==> config.mk <==
export PLATFORM = sky130hd
export DESIGN_NAME = ecd_lock_detector
export DESIGN_NICKNAME = d
export VERILOG_FILES = /design/src/rtl/ecdl_pkg.sv /design/src/rtl/ecdl_phase_ctr.sv /design/src/rtl/ecdl_cand_track.sv /design/src/rtl/ecdl_word_asm.sv /design/src/rtl/ecd_lock_detector.sv
export SDC_FILE = /design/constraint.sdc
export NUM_CORES = 1
export LEC_CHECK = 0
export BUFFER_PORTS_ARGS = -buffer_cell sky130_fd_sc_hd__clkbuf_2
export CORE_MARGIN = 1.5
export CORE_UTILIZATION = 45
export CTS_BUF_LIST = sky130_fd_sc_hd__clkbuf_2 sky130_fd_sc_hd__clkbuf_4 sky130_fd_sc_hd__clkbuf_8
export DETAILED_ROUTE_END_ITERATION = 10
export GPL_TIMING_DRIVEN = 0
export SETUP_SLACK_MARGIN = 0.1
export SLEW_MARGIN = 20
export SYNTH_ARGS = -nofsm -noshare
export SYNTH_HDL_FRONTEND = slang
export SYNTH_SLANG_ARGS = --single-unit
export TNS_END_PERCENT = 30
==> constraint.sdc <==
create_clock -name clk -period 6.8 [get_ports clk]
set_input_delay 1.02 -clock clk [delete_from_list [all_inputs] [get_ports clk]]
set_output_delay 1.02 -clock clk [all_outputs]
set_load 0.01 [all_outputs]
==> src/rtl/ecdl_pkg.sv <==
`timescale 1ns/1ps
package ecdl_pkg;

    typedef enum logic [1:0] {
        ST_HUNT   = 2'd0,
        ST_LOCKED = 2'd1,
        ST_DOWN   = 2'd2
    } lk_state_e;

endpackage

==> src/rtl/ecdl_phase_ctr.sv <==
`timescale 1ns/1ps
// Free-running bit position inside the 12-bit period, plus the pair test
// on the previous and current bit.
module ecdl_phase_ctr #(
    parameter int FRAME_W = 12,
    localparam int PW = $clog2(FRAME_W)
) (
    input  logic          clk,
    input  logic          rst_n,
    input  logic          bit_i,
    output logic [PW-1:0] phase_o,
    output logic          wrap_o,
    output logic          pair_ok_o
);
    logic [PW-1:0] phase_q;
    logic          prev_q;

    always_ff @(posedge clk or negedge rst_n) begin
        if (!rst_n) begin
            phase_q <= '0;
            prev_q  <= 1'b0;
        end else begin
            phase_q <= (phase_q == PW'(FRAME_W - 1)) ? '0 : phase_q + 1'b1;
            prev_q  <= bit_i;
        end
    end

    assign phase_o   = phase_q;
    assign wrap_o    = (phase_q == PW'(FRAME_W - 1));
    assign pair_ok_o = prev_q & ~bit_i;

    // the period is exactly FRAME_W bits long
    p_phase_wrap_r6: assert property (@(posedge clk) disable iff (!rst_n)
        (phase_q == PW'(FRAME_W - 1)) |=> (phase_q == '0));

endmodule

==> src/rtl/ecdl_cand_track.sv <==
`timescale 1ns/1ps
// Candidate-offset mask with confirmation window and refill.
module ecdl_cand_track #(
    parameter int FRAME_W = 12,
    parameter int CONFIRM_PERIODS = 4,
    localparam int PW = $clog2(FRAME_W),
    localparam int CW = $clog2(CONFIRM_PERIODS + 1)
) (
    input  logic          clk,
    input  logic          rst_n,
    input  logic          hunt_i,
    input  logic [PW-1:0] phase_i,
    input  logic          wrap_i,
    input  logic          pair_ok_i,
    output logic          found_o,
    output logic [PW-1:0] found_off_o
);
    logic [FRAME_W-1:0] mask_q, mask_c;
    logic               armed_q;
    logic [CW-1:0]      per_q, per_c;
    logic               refill_c, found_c;

    always_comb begin
        mask_c   = mask_q;
        per_c    = per_q;
        refill_c = 1'b0;
        found_c  = 1'b0;
        if (!pair_ok_i) begin
            mask_c[phase_i] = 1'b0;
        end
        if (wrap_i) begin
            if (!armed_q) begin
                refill_c = 1'b1;
            end else begin
                per_c = (per_q == CW'(CONFIRM_PERIODS)) ? per_q : per_q + 1'b1;
                if (per_c == CW'(CONFIRM_PERIODS)) begin
                    if ($countones(mask_c) == 1) begin
                        found_c = 1'b1;
                    end else if (mask_c == '0) begin
                        refill_c = 1'b1;
                    end
                end
            end
        end
    end

    always_comb begin
        found_off_o = '0;
        for (int i = 0; i < FRAME_W; i++) begin
            if (mask_c[i]) begin
                found_off_o = PW'(i);
            end
        end
    end

    assign found_o = hunt_i & found_c;

    always_ff @(posedge clk or negedge rst_n) begin
        if (!rst_n) begin
            mask_q  <= '1;
            armed_q <= 1'b0;
            per_q   <= '0;
        end else if (!hunt_i) begin
            mask_q  <= '1;
            armed_q <= 1'b0;
            per_q   <= '0;
        end else if (refill_c) begin
            mask_q  <= '1;
            armed_q <= 1'b1;
            per_q   <= '0;
        end else begin
            mask_q  <= mask_c;
            per_q   <= per_c;
        end
    end

    // without a refill the candidate set can only shrink
    p_mask_shrink_r3: assert property (@(posedge clk) disable iff (!rst_n)
        (hunt_i && !refill_c) |=> ((mask_q & ~$past(mask_q)) == '0));

endmodule

==> src/rtl/ecdl_word_asm.sv <==
`timescale 1ns/1ps
// Word assembly relative to the locked offset.
module ecdl_word_asm #(
    parameter int WORD_W = 10,
    localparam int FRAME_W = WORD_W + 2,
    localparam int PW = $clog2(FRAME_W)
) (
    input  logic              clk,
    input  logic              rst_n,
    input  logic              bit_i,
    input  logic [PW-1:0]     phase_i,
    input  logic [PW-1:0]     off_i,
    input  logic              run_i,
    output logic              at_pair_o,
    output logic              done_o,
    output logic [WORD_W-1:0] word_o,
    output logic              stb_o
);
    logic [PW-1:0]     rel_c;
    logic [WORD_W-1:0] sh_q, word_q;
    logic              stb_q;

    always_comb begin
        if (phase_i >= off_i) begin
            rel_c = phase_i - off_i;
        end else begin
            rel_c = phase_i + PW'(FRAME_W) - off_i;
        end
    end

    assign at_pair_o = run_i && (rel_c == '0);
    assign done_o    = run_i && (rel_c == PW'(WORD_W));

    always_ff @(posedge clk or negedge rst_n) begin
        if (!rst_n) begin
            sh_q   <= '0;
            word_q <= '0;
            stb_q  <= 1'b0;
        end else begin
            sh_q  <= {bit_i, sh_q[WORD_W-1:1]};
            stb_q <= done_o;
            if (done_o) begin
                word_q <= {bit_i, sh_q[WORD_W-1:1]};
            end
        end
    end

    assign word_o = word_q;
    assign stb_o  = stb_q;

    // a strobe lasts exactly one cycle
    p_stb_single_r6: assert property (@(posedge clk) disable iff (!rst_n)
        stb_q |=> !stb_q);

endmodule

==> src/rtl/ecd_lock_detector.sv <==
`timescale 1ns/1ps
module ecd_lock_detector
    import ecdl_pkg::*;
#(
    parameter int WORD_W = 10,
    parameter int CONFIRM_PERIODS = 4,
    parameter int LOSS_LIMIT = 4
) (
    input  logic              clk,
    input  logic              rst_n,
    input  logic              rx_bit_i,
    input  logic              rx_en_i,
    input  logic              pwr_up_i,
    output logic [WORD_W-1:0] word_o,
    output logic              word_stb_o,
    output logic              first_word_o,
    output logic              word_oe_o,
    output logic              lock_n_o,
    output logic              lock_oe_o
);
    localparam int FRAME_W = WORD_W + 2;
    localparam int PW      = $clog2(FRAME_W);
    localparam int LW      = $clog2(LOSS_LIMIT + 1);

    lk_state_e         state_q, state_c;
    logic [PW-1:0]     phase, found_off, off_q;
    logic              wrap, pair_ok, found;
    logic              at_pair, done, asm_stb;
    logic [WORD_W-1:0] asm_word;
    logic [LW-1:0]     bad_q;
    logic              first_pend_q, first_q;
    logic              down_req, loss_c, locked;

    ecdl_phase_ctr #(.FRAME_W(FRAME_W)) u_phase (
        .clk       (clk),
        .rst_n     (rst_n),
        .bit_i     (rx_bit_i),
        .phase_o   (phase),
        .wrap_o    (wrap),
        .pair_ok_o (pair_ok)
    );

    ecdl_cand_track #(.FRAME_W(FRAME_W), .CONFIRM_PERIODS(CONFIRM_PERIODS)) u_cand (
        .clk         (clk),
        .rst_n       (rst_n),
        .hunt_i      (state_q == ST_HUNT),
        .phase_i     (phase),
        .wrap_i      (wrap),
        .pair_ok_i   (pair_ok),
        .found_o     (found),
        .found_off_o (found_off)
    );

    ecdl_word_asm #(.WORD_W(WORD_W)) u_asm (
        .clk       (clk),
        .rst_n     (rst_n),
        .bit_i     (rx_bit_i),
        .phase_i   (phase),
        .off_i     (off_q),
        .run_i     (locked),
        .at_pair_o (at_pair),
        .done_o    (done),
        .word_o    (asm_word),
        .stb_o     (asm_stb)
    );

    assign down_req = !rx_en_i && !pwr_up_i;
    assign loss_c   = at_pair && !pair_ok && (bad_q == LW'(LOSS_LIMIT - 1));

    // next state
    always_comb begin
        state_c = state_q;
        unique case (state_q)
            ST_DOWN:   if (!down_req) state_c = ST_HUNT;
            ST_HUNT:   if (down_req) state_c = ST_DOWN;
                       else if (found) state_c = ST_LOCKED;
            ST_LOCKED: if (down_req) state_c = ST_DOWN;
                       else if (loss_c) state_c = ST_HUNT;
            default:   state_c = ST_HUNT;
        endcase
    end

    // state register and per-lock bookkeeping
    always_ff @(posedge clk or negedge rst_n) begin
        if (!rst_n) begin
            state_q      <= ST_HUNT;
            off_q        <= '0;
            bad_q        <= '0;
            first_pend_q <= 1'b0;
            first_q      <= 1'b0;
        end else begin
            state_q <= state_c;
            if (state_q == ST_HUNT && found) begin
                off_q <= found_off;
            end
            if (state_q != ST_LOCKED) begin
                bad_q <= '0;
            end else if (at_pair) begin
                bad_q <= pair_ok ? '0 : bad_q + 1'b1;
            end
            first_q <= done && first_pend_q;
            if (state_q == ST_HUNT && state_c == ST_LOCKED) begin
                first_pend_q <= 1'b1;
            end else if (done) begin
                first_pend_q <= 1'b0;
            end
        end
    end

    // outputs
    always_comb begin
        locked       = (state_q == ST_LOCKED);
        lock_oe_o    = !down_req;
        lock_n_o     = !locked;
        word_oe_o    = locked && rx_en_i;
        word_o       = word_oe_o ? asm_word : '0;
        word_stb_o   = word_oe_o && asm_stb;
        first_word_o = word_oe_o && asm_stb && first_q;
    end

    // lock is only granted on a period boundary
    p_lock_on_wrap_r2: assert property (@(posedge clk) disable iff (!rst_n)
        $rose(locked) |-> ($past(phase) == PW'(FRAME_W - 1)));

    // short bad runs never drop lock
    p_hold_lock_r4: assert property (@(posedge clk) disable iff (!rst_n)
        (state_q == ST_LOCKED && !down_req && bad_q != LW'(LOSS_LIMIT - 1))
        |=> (state_q == ST_LOCKED));

    // a power-down request is honoured on the next edge
    p_enter_down_r9: assert property (@(posedge clk) disable iff (!rst_n)
        down_req |=> (state_q == ST_DOWN));

    // the first-word flag only travels with a strobe
    p_first_with_stb_r7: assert property (@(posedge clk) disable iff (!rst_n)
        first_q |-> asm_stb);

endmodule

==> impl_metrics.env, run 1 <==
export IMPL_swShare=0.2253
export IMPL_grt_start_max_net_pins=52
export IMPL_slowest_stage="o31ai_1"
export IMPL_fin_crit_ns=6.135
export IMPL_synthDistinctLibCells=50
export IMPL_cts_resized=0
export IMPL_grt_usage=0.1736
export IMPL_die_y_um=85.84
export IMPL_syn_num_nets=340
export IMPL_fill_cells=649
export IMPL_finalInstanceArea_mm2=0.003400
export IMPL_drc=0
export IMPL_synth_cells=294
export IMPL_gp_congestion=0.7843
export IMPL_startpoint_type="primary input"
export IMPL_drt_iter0_markers=61
export IMPL_gr_total_overflow=0
export IMPL_hold_viol=0
export IMPL_fmaxAchievable_mhz=163.0
export IMPL_cts_sinks=51
export IMPL_vias=2099
export IMPL_dieArea_mm2=0.007369
export IMPL_grt_setup_unrepaired="false"
export IMPL_vias_per_cell=5.234
export IMPL_cp_arrival_ns=6.38
export IMPL_synth_main_ff_cell="dfrtp_1"
export IMPL_rows=30
export IMPL_yosysSeqAreaShare=0.4182
export IMPL_critPathMaxStageDelay_ns=0.76
export IMPL_maxCapViolCount=0
export IMPL_power_switching_mw=0.1268
export IMPL_status="complete, no violations"
export IMPL_hpwl_um=4344
export IMPL_dpl_cell_area_mm2=0.003286
export IMPL_coreArea_mm2=0.006719
export IMPL_antenna_cells=0
export IMPL_crit_type="primary input to register"
export IMPL_wl_um=5802
export IMPL_p_comb_frac=0.067
export IMPL_endpoint_kind="register"
export IMPL_placedCellCount=393
export IMPL_slew_viol_final=0
export IMPL_fin_skew_ns=0.004787
export IMPL_tightest_slew_ns=0.8626
export IMPL_async_reset_ff_frac=1.000
export IMPL_synth_avg_cell_area_um2=10.50
export IMPL_multi_input_area_mm2=0.001589
export IMPL_p_per_area_mw_per_mm2=165.5
export IMPL_final_cell_mix="inv_1 (46), dfrtp_1 (39), ha_1 (31)"
export IMPL_grt_pass1_vias=2068
export IMPL_die_w_um=85.84
export IMPL_synth_seq_cells=51
export IMPL_clockRootBuffer="clkbuf_8"
export IMPL_tns_ns=0
export IMPL_drive_above_1_share=0.1838
export IMPL_path_cells="clkbuf_2, nor2b_1, clkbuf_1, o31ai_1, ha_1, inv_1, fa_1, fa_1, fa_1, inv_1, ha_1, fa_1, and3b_1, o211a_1, o311ai_0, nand2_1, buf_2, nand2_1"
export IMPL_clk_pin_slew_ns=0.09
export IMPL_cts_tree="yes"
export IMPL_wl_per_cell_um=14.47
export IMPL_crit_buf_inv=5
export IMPL_ys_warnings_count=0
export IMPL_ant_nets=0
export IMPL_synthToLayoutAreaGrowth_pct=10.09
export IMPL_cts_buffer_depth=2
export IMPL_clockPowerShare=0.378
export IMPL_start_util=0.4596
export IMPL_setup_viol=0
export IMPL_cts_setup_buffers=0
export IMPL_seqCellArea_mm2=0.001291
export IMPL_antenna_found_initial=0
export IMPL_synth_cell_area_mm2=0.003088
export IMPL_synth_edf_count=0
export IMPL_crit_family="adder cells"
export IMPL_cellLeakagePower_nw=1.686
export IMPL_grt_pass1_wl_um=9936
export IMPL_cp_data_required_time_ns=7.05
export IMPL_h_tree_depth=2
export IMPL_final_common_cell="inv_1"
export IMPL_p_int_mw=0.4359
export IMPL_final_cells=401
export IMPL_worst_path_most_repeated_cell="fa_1"
export IMPL_hp_class="register to register"
export IMPL_fin_util=0.5060
export IMPL_period_share=0.9023
export IMPL_ctsHoldBuffers=0
export IMPL_maxSlewHeadroom=0.4176
export IMPL_numCtsBuffers=5
export IMPL_io_pins=20
export IMPL_nets=366
export IMPL_firstDrtPassIters=4
export IMPL_clk_latency_ns=0.30
export IMPL_io_buffers=19
export IMPL_ir_drop_mv=0.08032
export IMPL_cp_max_fo=10
export IMPL_seqPwrFrac=0.554
synth_stat cells (all sizes together), types with 2 or more instances:
cell    number  area, µm²
nand2       30      112.6
o311ai       2      17.52
dfstp       12      315.3
o21ai        8      40.03
ha          31      387.9
mux2i        5      50.05
nand3        9      45.04
clkbuf       5      18.77
o31ai        6      45.04
and3b        4      35.03
nor4b        3      41.29
or2          3      18.77
and2         3      18.77
a31oi        2      12.51
or3          2      12.51
o211ai       5      37.54
inv         46      172.7
fa          10      200.2
buf          2      16.26
dfrtp       39      975.9
mux2        11      150.1
nand2b       3      18.77
and3        12      75.07
a21oi        8      40.04
nor2         9      33.78
o22ai        2      12.51
nor2b        3      18.77
worst paths after layout:
| check | startpoint | end | slack (ns) | cells after the start |
|---|---|---|---|---|
| max | rx_bit_i | u_cand.mask_q[8]$_DFF_PN1_ | 0.66 | 18 |
| min | u_asm.sh_q[8]$_DFF_PN0_ | u_asm.sh_q[7]$_DFF_PN0_ | 0.38 | 0 |
| max reg2reg | u_phase.phase_o[1]$_DFF_PN0_ | u_cand.mask_q[8]$_DFF_PN1_ | 0.96 | 18 |
| min reg2reg | u_asm.sh_q[8]$_DFF_PN0_ | u_asm.sh_q[7]$_DFF_PN0_ | 0.38 | 0 |
| max in group asynchronous | rst_n | bad_q[1]$_DFFE_PN0P_ | 5.56 | 1 |
| min in group asynchronous | rst_n | off_q[3]$_DFFE_PN0P_ | 0.78 | 1 |
power by group through the flow:
stage                     clock, mW  sequential, mW  combinational, mW
after floorplan                   0           0.317             0.0239
after global placement            0           0.317             0.0381
after detailed placement          0           0.318             0.0390
after CTS                     0.219           0.312             0.0391
after global routing          0.230           0.313             0.0446
final                         0.213           0.312             0.0378
logic make-up after synthesis:
logic type | share of synthesized area
xor+xnor | 0.005674
buf+inv | 0.06726
simple gates | 0.1556
flops | 0.4182
compound gates | 0.09806
fa+ha+maj | 0.1904
mux | 0.06483
layout make-up:
type | count | share of cell area
repair buffers | 19 | 0.02871
inverters | 46 | 0.05079
well taps | 80 | 0.02944
clock buffers | 6 | 0.02245
plain buffers | 7 | 0.01031
clock inverters | 2 | 0.01104
multi-input cells | 190 | 0.4674
flip-flops and latches | 51 | 0.3798
worst reg2reg max path, cell delays in order (launching register included):
cell	delay, ns
dfrtp_1	0.47
ha_1	0.25
and3b_1	0.22
a21boi_0	0.49
inv_1	0.13
ha_1	0.31
inv_1	0.05
fa_1	0.55
fa_1	0.44
fa_1	0.51
inv_1	0.04
ha_1	0.21
fa_1	0.41
and3b_1	0.19
o211a_1	0.23
o311ai_0	0.73
nand2_1	0.20
buf_2	0.24
nand2_1	0.09
sequential cells by signal, indices dropped and copies added (netlist names):
name,flops
u_asm.stb_o,1
u_asm.sh_q,9
u_cand.armed_q,1
u_cand.mask_q,12
first_q,1
u_asm.word_o,10
first_pend_q,1
bad_q,3
off_q,4
state_q,2
u_phase.phase_o,4
u_cand.per_q,3
metrics by stage:
stage                     total power, mW  hold WS, ns  setup slack (ns)
final                              0.5626       0.3771            0.6647
after floorplan                    0.3406       0.3486             1.311
after global routing               0.5876       0.3959            0.2635
after detailed placement           0.3567       0.3601            0.3344
after global placement             0.3555       0.3578            0.3711
after CTS                          0.5701       0.3811            0.6321
layer usage:
layer  global-route usage  vias to the layer above  share of wire
met3              0.03272                        7          0.014
met5                    0                        -              0
met4              0.04839                        0          0.016
li1                     -                     1039              -
met1               0.2447                     1035           0.49
met2               0.2756                       18           0.48
Note: power is estimated with default switching activity, not from simulation.
==> run 2, diff against run 1 <==
--- a/config.mk
+++ b/config.mk
@@ -7,11 +7,13 @@
 export LEC_CHECK = 0
 export BUFFER_PORTS_ARGS = -buffer_cell sky130_fd_sc_hd__clkbuf_2
 export CORE_MARGIN = 1.5
-export CORE_UTILIZATION = 45
+export CORE_UTILIZATION = 30
 export CTS_BUF_LIST = sky130_fd_sc_hd__clkbuf_2 sky130_fd_sc_hd__clkbuf_4 sky130_fd_sc_hd__clkbuf_8
 export DETAILED_ROUTE_END_ITERATION = 10
 export GPL_TIMING_DRIVEN = 0
+export RECOVER_POWER = 100
 export SETUP_SLACK_MARGIN = 0.1
+export SKIP_CTS_REPAIR_TIMING = 1
 export SLEW_MARGIN = 20
 export SYNTH_ARGS = -nofsm -noshare
 export SYNTH_HDL_FRONTEND = slang
==> run 2 against run 1 <==
The flow now finishes with violations (capacitance limit, slew limit). Cell count up 13%. Register-to-register slack worse by 0.20 ns. Worst setup slack worse by 0.062 ns. Clock skew up 0.0037 ns. Clock power down 19%. Non-clock buffer count unchanged. Power down 7.4%. Hold slack about the same. Largest cell class unchanged. Largest power group unchanged.
==> impl_metrics.env, run 2 (synthesized netlist as in run 1, its figures left out) <==
export IMPL_status="finished with violations"
export IMPL_violations="capacitance limit, slew limit"
export IMPL_regToRegSetupSlack_ns=0.76
export IMPL_start_util=0.3130
export IMPL_synthToLayoutAreaGrowth_pct=8.955
export IMPL_maxSlewHeadroom=-0.7429
export IMPL_gp_congestion=0.7777
export IMPL_vias=2132
export IMPL_antenna_found_initial=0
export IMPL_fin_crit_ns=6.197
export IMPL_hold_start="u_asm.sh_q[3]$_DFF_PN0_"
export IMPL_cellLeakagePower_nw=1.611
export IMPL_swShare=0.2371
export IMPL_period_share=0.9114
export IMPL_grt_start_max_net_pins=52
export IMPL_die_w_um=104.5
export IMPL_startpoint_type="primary input"
export IMPL_clockPowerShare=0.331
export IMPL_slew_viol_final=52
export IMPL_cts_tree="yes"
export IMPL_numCtsBuffers=5
export IMPL_fin_skew_ns=0.008513
export IMPL_cts_sinks=51
export IMPL_r2r_start="u_phase.phase_o[1]$_DFF_PN0_"
export IMPL_cp_arrival_ns=6.43
export IMPL_grt_pass1_wl_um=10030
export IMPL_rows=36
export IMPL_clk_pin_slew_ns=0.09
export IMPL_cp_data_required_time_ns=7.04
export IMPL_fmaxAchievable_mhz=161.4
export IMPL_final_common_cell="inv_1"
export IMPL_drive_above_1_share=0.09346
export IMPL_p_comb_frac=0.072
export IMPL_drc=0
export IMPL_hpwl_um=4384
export IMPL_tns_ns=0
export IMPL_wl_um=5736
export IMPL_clk_latency_ns=0.30
export IMPL_p_per_area_mw_per_mm2=154.9
export IMPL_io_buffers=19
export IMPL_dieArea_mm2=0.01091
export IMPL_largest_register="u_cand.mask_q"
export IMPL_grt_usage=0.1113
export IMPL_seqPwrFrac=0.598
export IMPL_setup_viol=0
export IMPL_startpoint="rx_bit_i"
export IMPL_cts_buffer_depth=2
export IMPL_drt_iter0_markers=103
export IMPL_final_cell_mix="inv_1 (46), dfrtp_1 (39), ha_1 (31)"
export IMPL_cp_max_fo=10
export IMPL_clockRootBuffer="clkbuf_8"
export IMPL_ir_drop_mv=0.07158
export IMPL_fill_cells=1004
export IMPL_vias_per_cell=4.696
export IMPL_firstDrtPassIters=4
export IMPL_grt_setup_unrepaired="false"
export IMPL_h_tree_depth=2
export IMPL_die_y_um=104.5
export IMPL_coreArea_mm2=0.009864
export IMPL_ant_nets=0
export IMPL_power_switching_mw=0.1236
export IMPL_crit_type="primary input to register"
export IMPL_maxCapViolCount=1
export IMPL_fin_util=0.3411
export IMPL_endpoint_kind="register"
export IMPL_antenna_cells=0
export IMPL_p_int_mw=0.3976
export IMPL_grt_pass1_vias=2156
export IMPL_hp_class="register to register"
export IMPL_gr_total_overflow=0
export IMPL_hold_viol=0
export IMPL_largest_register_ffs=12
export IMPL_wl_per_cell_um=12.63
export IMPL_nets=366
export IMPL_tightest_slew_ns=2.614
export IMPL_io_pins=20
## run 2: worst max-delay path, cell delays in order
cell      delay, ns
clkbuf_1       0.14
nor2b_1        0.06
clkbuf_1       0.25
o31ai_1        0.67
ha_1           0.35
inv_1          0.07
fa_1           0.44
fa_1           0.49
fa_1           0.51
inv_1          0.04
ha_1           0.21
fa_1           0.41
and3b_1        0.19
o211a_1        0.23
o311ai_0       0.73
nand2_1        0.21
clkbuf_1       0.27
nand2_1        0.13
## run 2: final timing paths
path                                                     to  depth (start not counted)
worst min-delay path                u_asm.sh_q[2]$_DFF_PN0_                          0
max in group asynchronous       u_cand.per_q[1]$_DFFE_PN0P_                          1
min in group asynchronous       u_asm.word_o[2]$_DFFE_PN0P_                          1
worst min register to register      u_asm.sh_q[2]$_DFF_PN0_                          0
worst max register to register   u_cand.mask_q[1]$_DFF_PN1_                         18
worst max-delay path             u_cand.mask_q[1]$_DFF_PN1_                         18
## run 2: through the flow
step,total power [mW],instances,hold slack [ns],setup slack (ns),area (µm²)
detailed placement,0.3563,446,0.3601,0.3712,3352
finish,0.5212,454,0.3773,0.6028,3364
global placement,0.3549,446,0.3605,0.3838,3349
floorplan,0.3406,294,0.3486,1.311,3088
CTS,0.5274,454,0.3800,0.6569,3441
global route,0.5438,454,0.3907,0.2200,3364
## run 2: final cells by class
| cell class | count | area [µm²] | area share |
|---|---|---|---|
| sequential | 51 | 1291 | 0.3838 |
| timing repair buffer | 19 | 72.57 | 0.02157 |
| clock inverter | 2 | 12.51 | 0.003719 |
| multi-input combinational | 190 | 1546 | 0.4596 |
| clock buffer | 6 | 76.32 | 0.02268 |
| buffer | 7 | 26.28 | 0.007810 |
| tap | 133 | 166.4 | 0.04946 |
| inverter | 46 | 172.7 | 0.05132 |
## run 2: metal layers
layer / vias to the layer above / track usage / routed length, µm
li1: 1044 / - / -
met5: - / 0 / 0
met4: 0 / 0.04563 / 126
met1: 1040 / 0.1435 / 2684
met2: 36 / 0.1875 / 2764
met3: 12 / 0.01441 / 161
## run 2: power by group through the flow
stage          Clock (mW)  Sequential (mW)  Combinational, mW
6_report            0.172            0.312             0.0373
5_1_grt             0.187            0.312             0.0440
4_1_cts             0.177            0.312             0.0391
3_5_place_dp            0            0.317             0.0389
3_3_place_gp            0            0.317             0.0376
2_1_floorplan           0            0.317             0.0239
==> run 3, diff against run 2 <==
--- a/config.mk
+++ b/config.mk
@@ -6,11 +6,14 @@
 export NUM_CORES = 1
 export LEC_CHECK = 0
 export BUFFER_PORTS_ARGS = -buffer_cell sky130_fd_sc_hd__clkbuf_2
+export CELL_PAD_IN_SITES_DETAIL_PLACEMENT = 1
+export CELL_PAD_IN_SITES_GLOBAL_PLACEMENT = 1
 export CORE_MARGIN = 1.5
 export CORE_UTILIZATION = 30
 export CTS_BUF_LIST = sky130_fd_sc_hd__clkbuf_2 sky130_fd_sc_hd__clkbuf_4 sky130_fd_sc_hd__clkbuf_8
 export DETAILED_ROUTE_END_ITERATION = 10
 export GPL_TIMING_DRIVEN = 0
+export PLACE_DENSITY_LB_ADDON = 0.1
 export RECOVER_POWER = 100
 export SETUP_SLACK_MARGIN = 0.1
 export SKIP_CTS_REPAIR_TIMING = 1
==> run 3 against run 2 <==
The flow still finishes with violations (capacitance limit, slew limit). Combinational power rose by 3%. Core utilization rose by 0.24 points. Flip-flop and latch count did not move. First-iteration DRC count fell by 25%. Worst setup slack improved by 0.082 ns. Die area did not move. Critical endpoint is now u_cand.mask_q[8]$_DFF_PN1_. Largest power group unchanged. Highest routed layer unchanged.
==> impl_metrics.env, run 3 (synthesized netlist as in run 1, its figures left out) <==
export IMPL_vias_per_cell=4.612
export IMPL_drt_iter0_markers=77
export IMPL_die_y_um=104.5
export IMPL_endpoint_kind="register"
export IMPL_ant_nets=0
export IMPL_grt_pass1_wl_um=11500
export IMPL_r2r_cells=18
export IMPL_grt_setup_unrepaired="false"
export IMPL_tightest_slew_ns=2.837
export IMPL_maxCapViolCount=1
export IMPL_crit_type="primary input to register"
export IMPL_drc=0
export IMPL_cp_arrival_ns=6.36
export IMPL_cts_tree="yes"
export IMPL_gp_congestion=0.6831
export IMPL_cellLeakagePower_nw=1.625
export IMPL_synthToLayoutAreaGrowth_pct=9.724
export IMPL_die_w_um=104.5
export IMPL_cts_buffer_depth=2
export IMPL_fin_crit_ns=6.115
export IMPL_antenna_found_initial=0
export IMPL_setup_viol=0
export IMPL_r2r_start="u_phase.phase_o[1]$_DFF_PN0_"
export IMPL_start_util=0.3130
export IMPL_drive_above_1_share=0.09346
export IMPL_grt_pass1_vias=2230
export IMPL_ir_drop_mv=0.09192
export IMPL_tns_ns=0
export IMPL_wl_per_cell_um=14.89
export IMPL_io_buffers=19
export IMPL_antenna_cells=0
export IMPL_period_share=0.8993
export IMPL_final_cell_mix="inv_1 (46), dfrtp_1 (39), ha_1 (31)"
export IMPL_regToRegSetupSlack_ns=0.85
export IMPL_fmaxAchievable_mhz=163.5
export IMPL_startpoint_type="primary input"
export IMPL_dieArea_mm2=0.01091
export IMPL_hpwl_um=5141
export IMPL_grt_usage=0.1313
export IMPL_maxSlewHeadroom=-0.8914
export IMPL_endpoint="u_cand.mask_q[8]$_DFF_PN1_"
export IMPL_largest_register="u_cand.mask_q"
export IMPL_wl_um=6761
export IMPL_startpoint="rx_bit_i"
export IMPL_coreArea_mm2=0.009864
export IMPL_firstDrtPassIters=4
export IMPL_hold_viol=0
export IMPL_io_pins=20
export IMPL_status="finished with violations"
export IMPL_clockRootBuffer="clkbuf_8"
export IMPL_violations="capacitance limit, slew limit"
export IMPL_gr_total_overflow=0
export IMPL_fin_hold_ws_ns=0.3803
export IMPL_slew_viol_final=52
export IMPL_final_common_cell="inv_1"
export IMPL_cp_max_fo=10
export IMPL_numCtsBuffers=5
export IMPL_hp_class="register to register"
export IMPL_rows=36
export IMPL_grt_start_max_net_pins=52
export IMPL_vias=2094
export IMPL_cts_sinks=51
export IMPL_fill_cells=1118
export IMPL_fin_skew_ns=0.005508
export IMPL_clk_pin_slew_ns=0.09
export IMPL_h_tree_depth=2
export IMPL_p_per_area_mw_per_mm2=166.2
export IMPL_nets=366
export IMPL_r2r_end="u_cand.mask_q[8]$_DFF_PN1_"
export IMPL_cp_data_required_time_ns=7.04
export IMPL_clk_latency_ns=0.30
export IMPL_largest_register_ffs=12
## run 3: cell types whose count changed in the layout (fill, tap and decap cells not counted)
cell,delta
clkinvlp_4,-1
o311ai_1,+1
clkbuf_4,-1
o311ai_0,-1
bufinv_16,+1
clkinv_4,+1
## run 3: worst min path at each step
stage                                  from                      end  slack (ns)  depth (start not counted)
detailed placement  u_asm.sh_q[2]$_DFF_PN0_  u_asm.sh_q[1]$_DFF_PN0_        0.36                          0
floorplan           u_asm.sh_q[2]$_DFF_PN0_  u_asm.sh_q[1]$_DFF_PN0_        0.35                          0
global placement    u_asm.sh_q[3]$_DFF_PN0_  u_asm.sh_q[2]$_DFF_PN0_        0.36                          0
global route        u_asm.sh_q[2]$_DFF_PN0_  u_asm.sh_q[1]$_DFF_PN0_        0.40                          0
finish              u_asm.sh_q[2]$_DFF_PN0_  u_asm.sh_q[1]$_DFF_PN0_        0.38                          0
CTS                 u_asm.sh_q[2]$_DFF_PN0_  u_asm.sh_q[1]$_DFF_PN0_        0.39                          0
## run 3: layout make-up
type                    instances  area (µm²)  area share
well taps                     133       166.4     0.04911
clock inverters                 3       43.79     0.01292
multi-input cells             190        1546      0.4564
flip-flops and latches         51        1291      0.3811
plain buffers                   7       26.28    0.007755
inverters                      46       172.7     0.05096
clock buffers                   5       68.82     0.02031
repair buffers                 19       72.57     0.02142
## run 3: worst max-delay path: stages
cell and delay (ns):
clkbuf_1 0.14, nor2b_1 0.06, clkbuf_1 0.26, o31ai_1 0.71
ha_1 0.35, inv_1 0.07, fa_1 0.44, fa_1 0.50
fa_1 0.51, inv_1 0.04, ha_1 0.21, fa_1 0.41
and3b_1 0.19, o211a_1 0.25, o311ai_1 0.58, nand2_1 0.21
clkbuf_1 0.28, nand2_1 0.13
## run 3: power breakdown
group          switching (mW)  internal [mW]  total [mW]
clock network           0.103          0.110       0.213
logic                  0.0258         0.0128      0.0386
registers             0.00293          0.309       0.312
## run 3: layer usage
layer,global-route usage,vias to the layer above,wire [µm]
met5,0,-,0
met4,0.02679,0,31
met3,0.02068,2,97
li1,-,1039,-
met1,0.1914,1046,3603
met2,0.2049,7,3029
## run 3: through the flow
step	std cells	power, mW	util	area, µm²	setup slack [ns]
5_1_grt	454	0.5917	0.3435	3388	0.2398
3_5_place_dp	446	0.3585	0.3398	3352	0.1593
2_1_floorplan	294	0.3406	-	3088	1.311
3_3_place_gp	446	0.3573	0.3395	3349	0.1933
6_report	454	0.5631	0.3435	3388	0.6850
4_1_cts	454	0.5758	0.3512	3465	0.4194
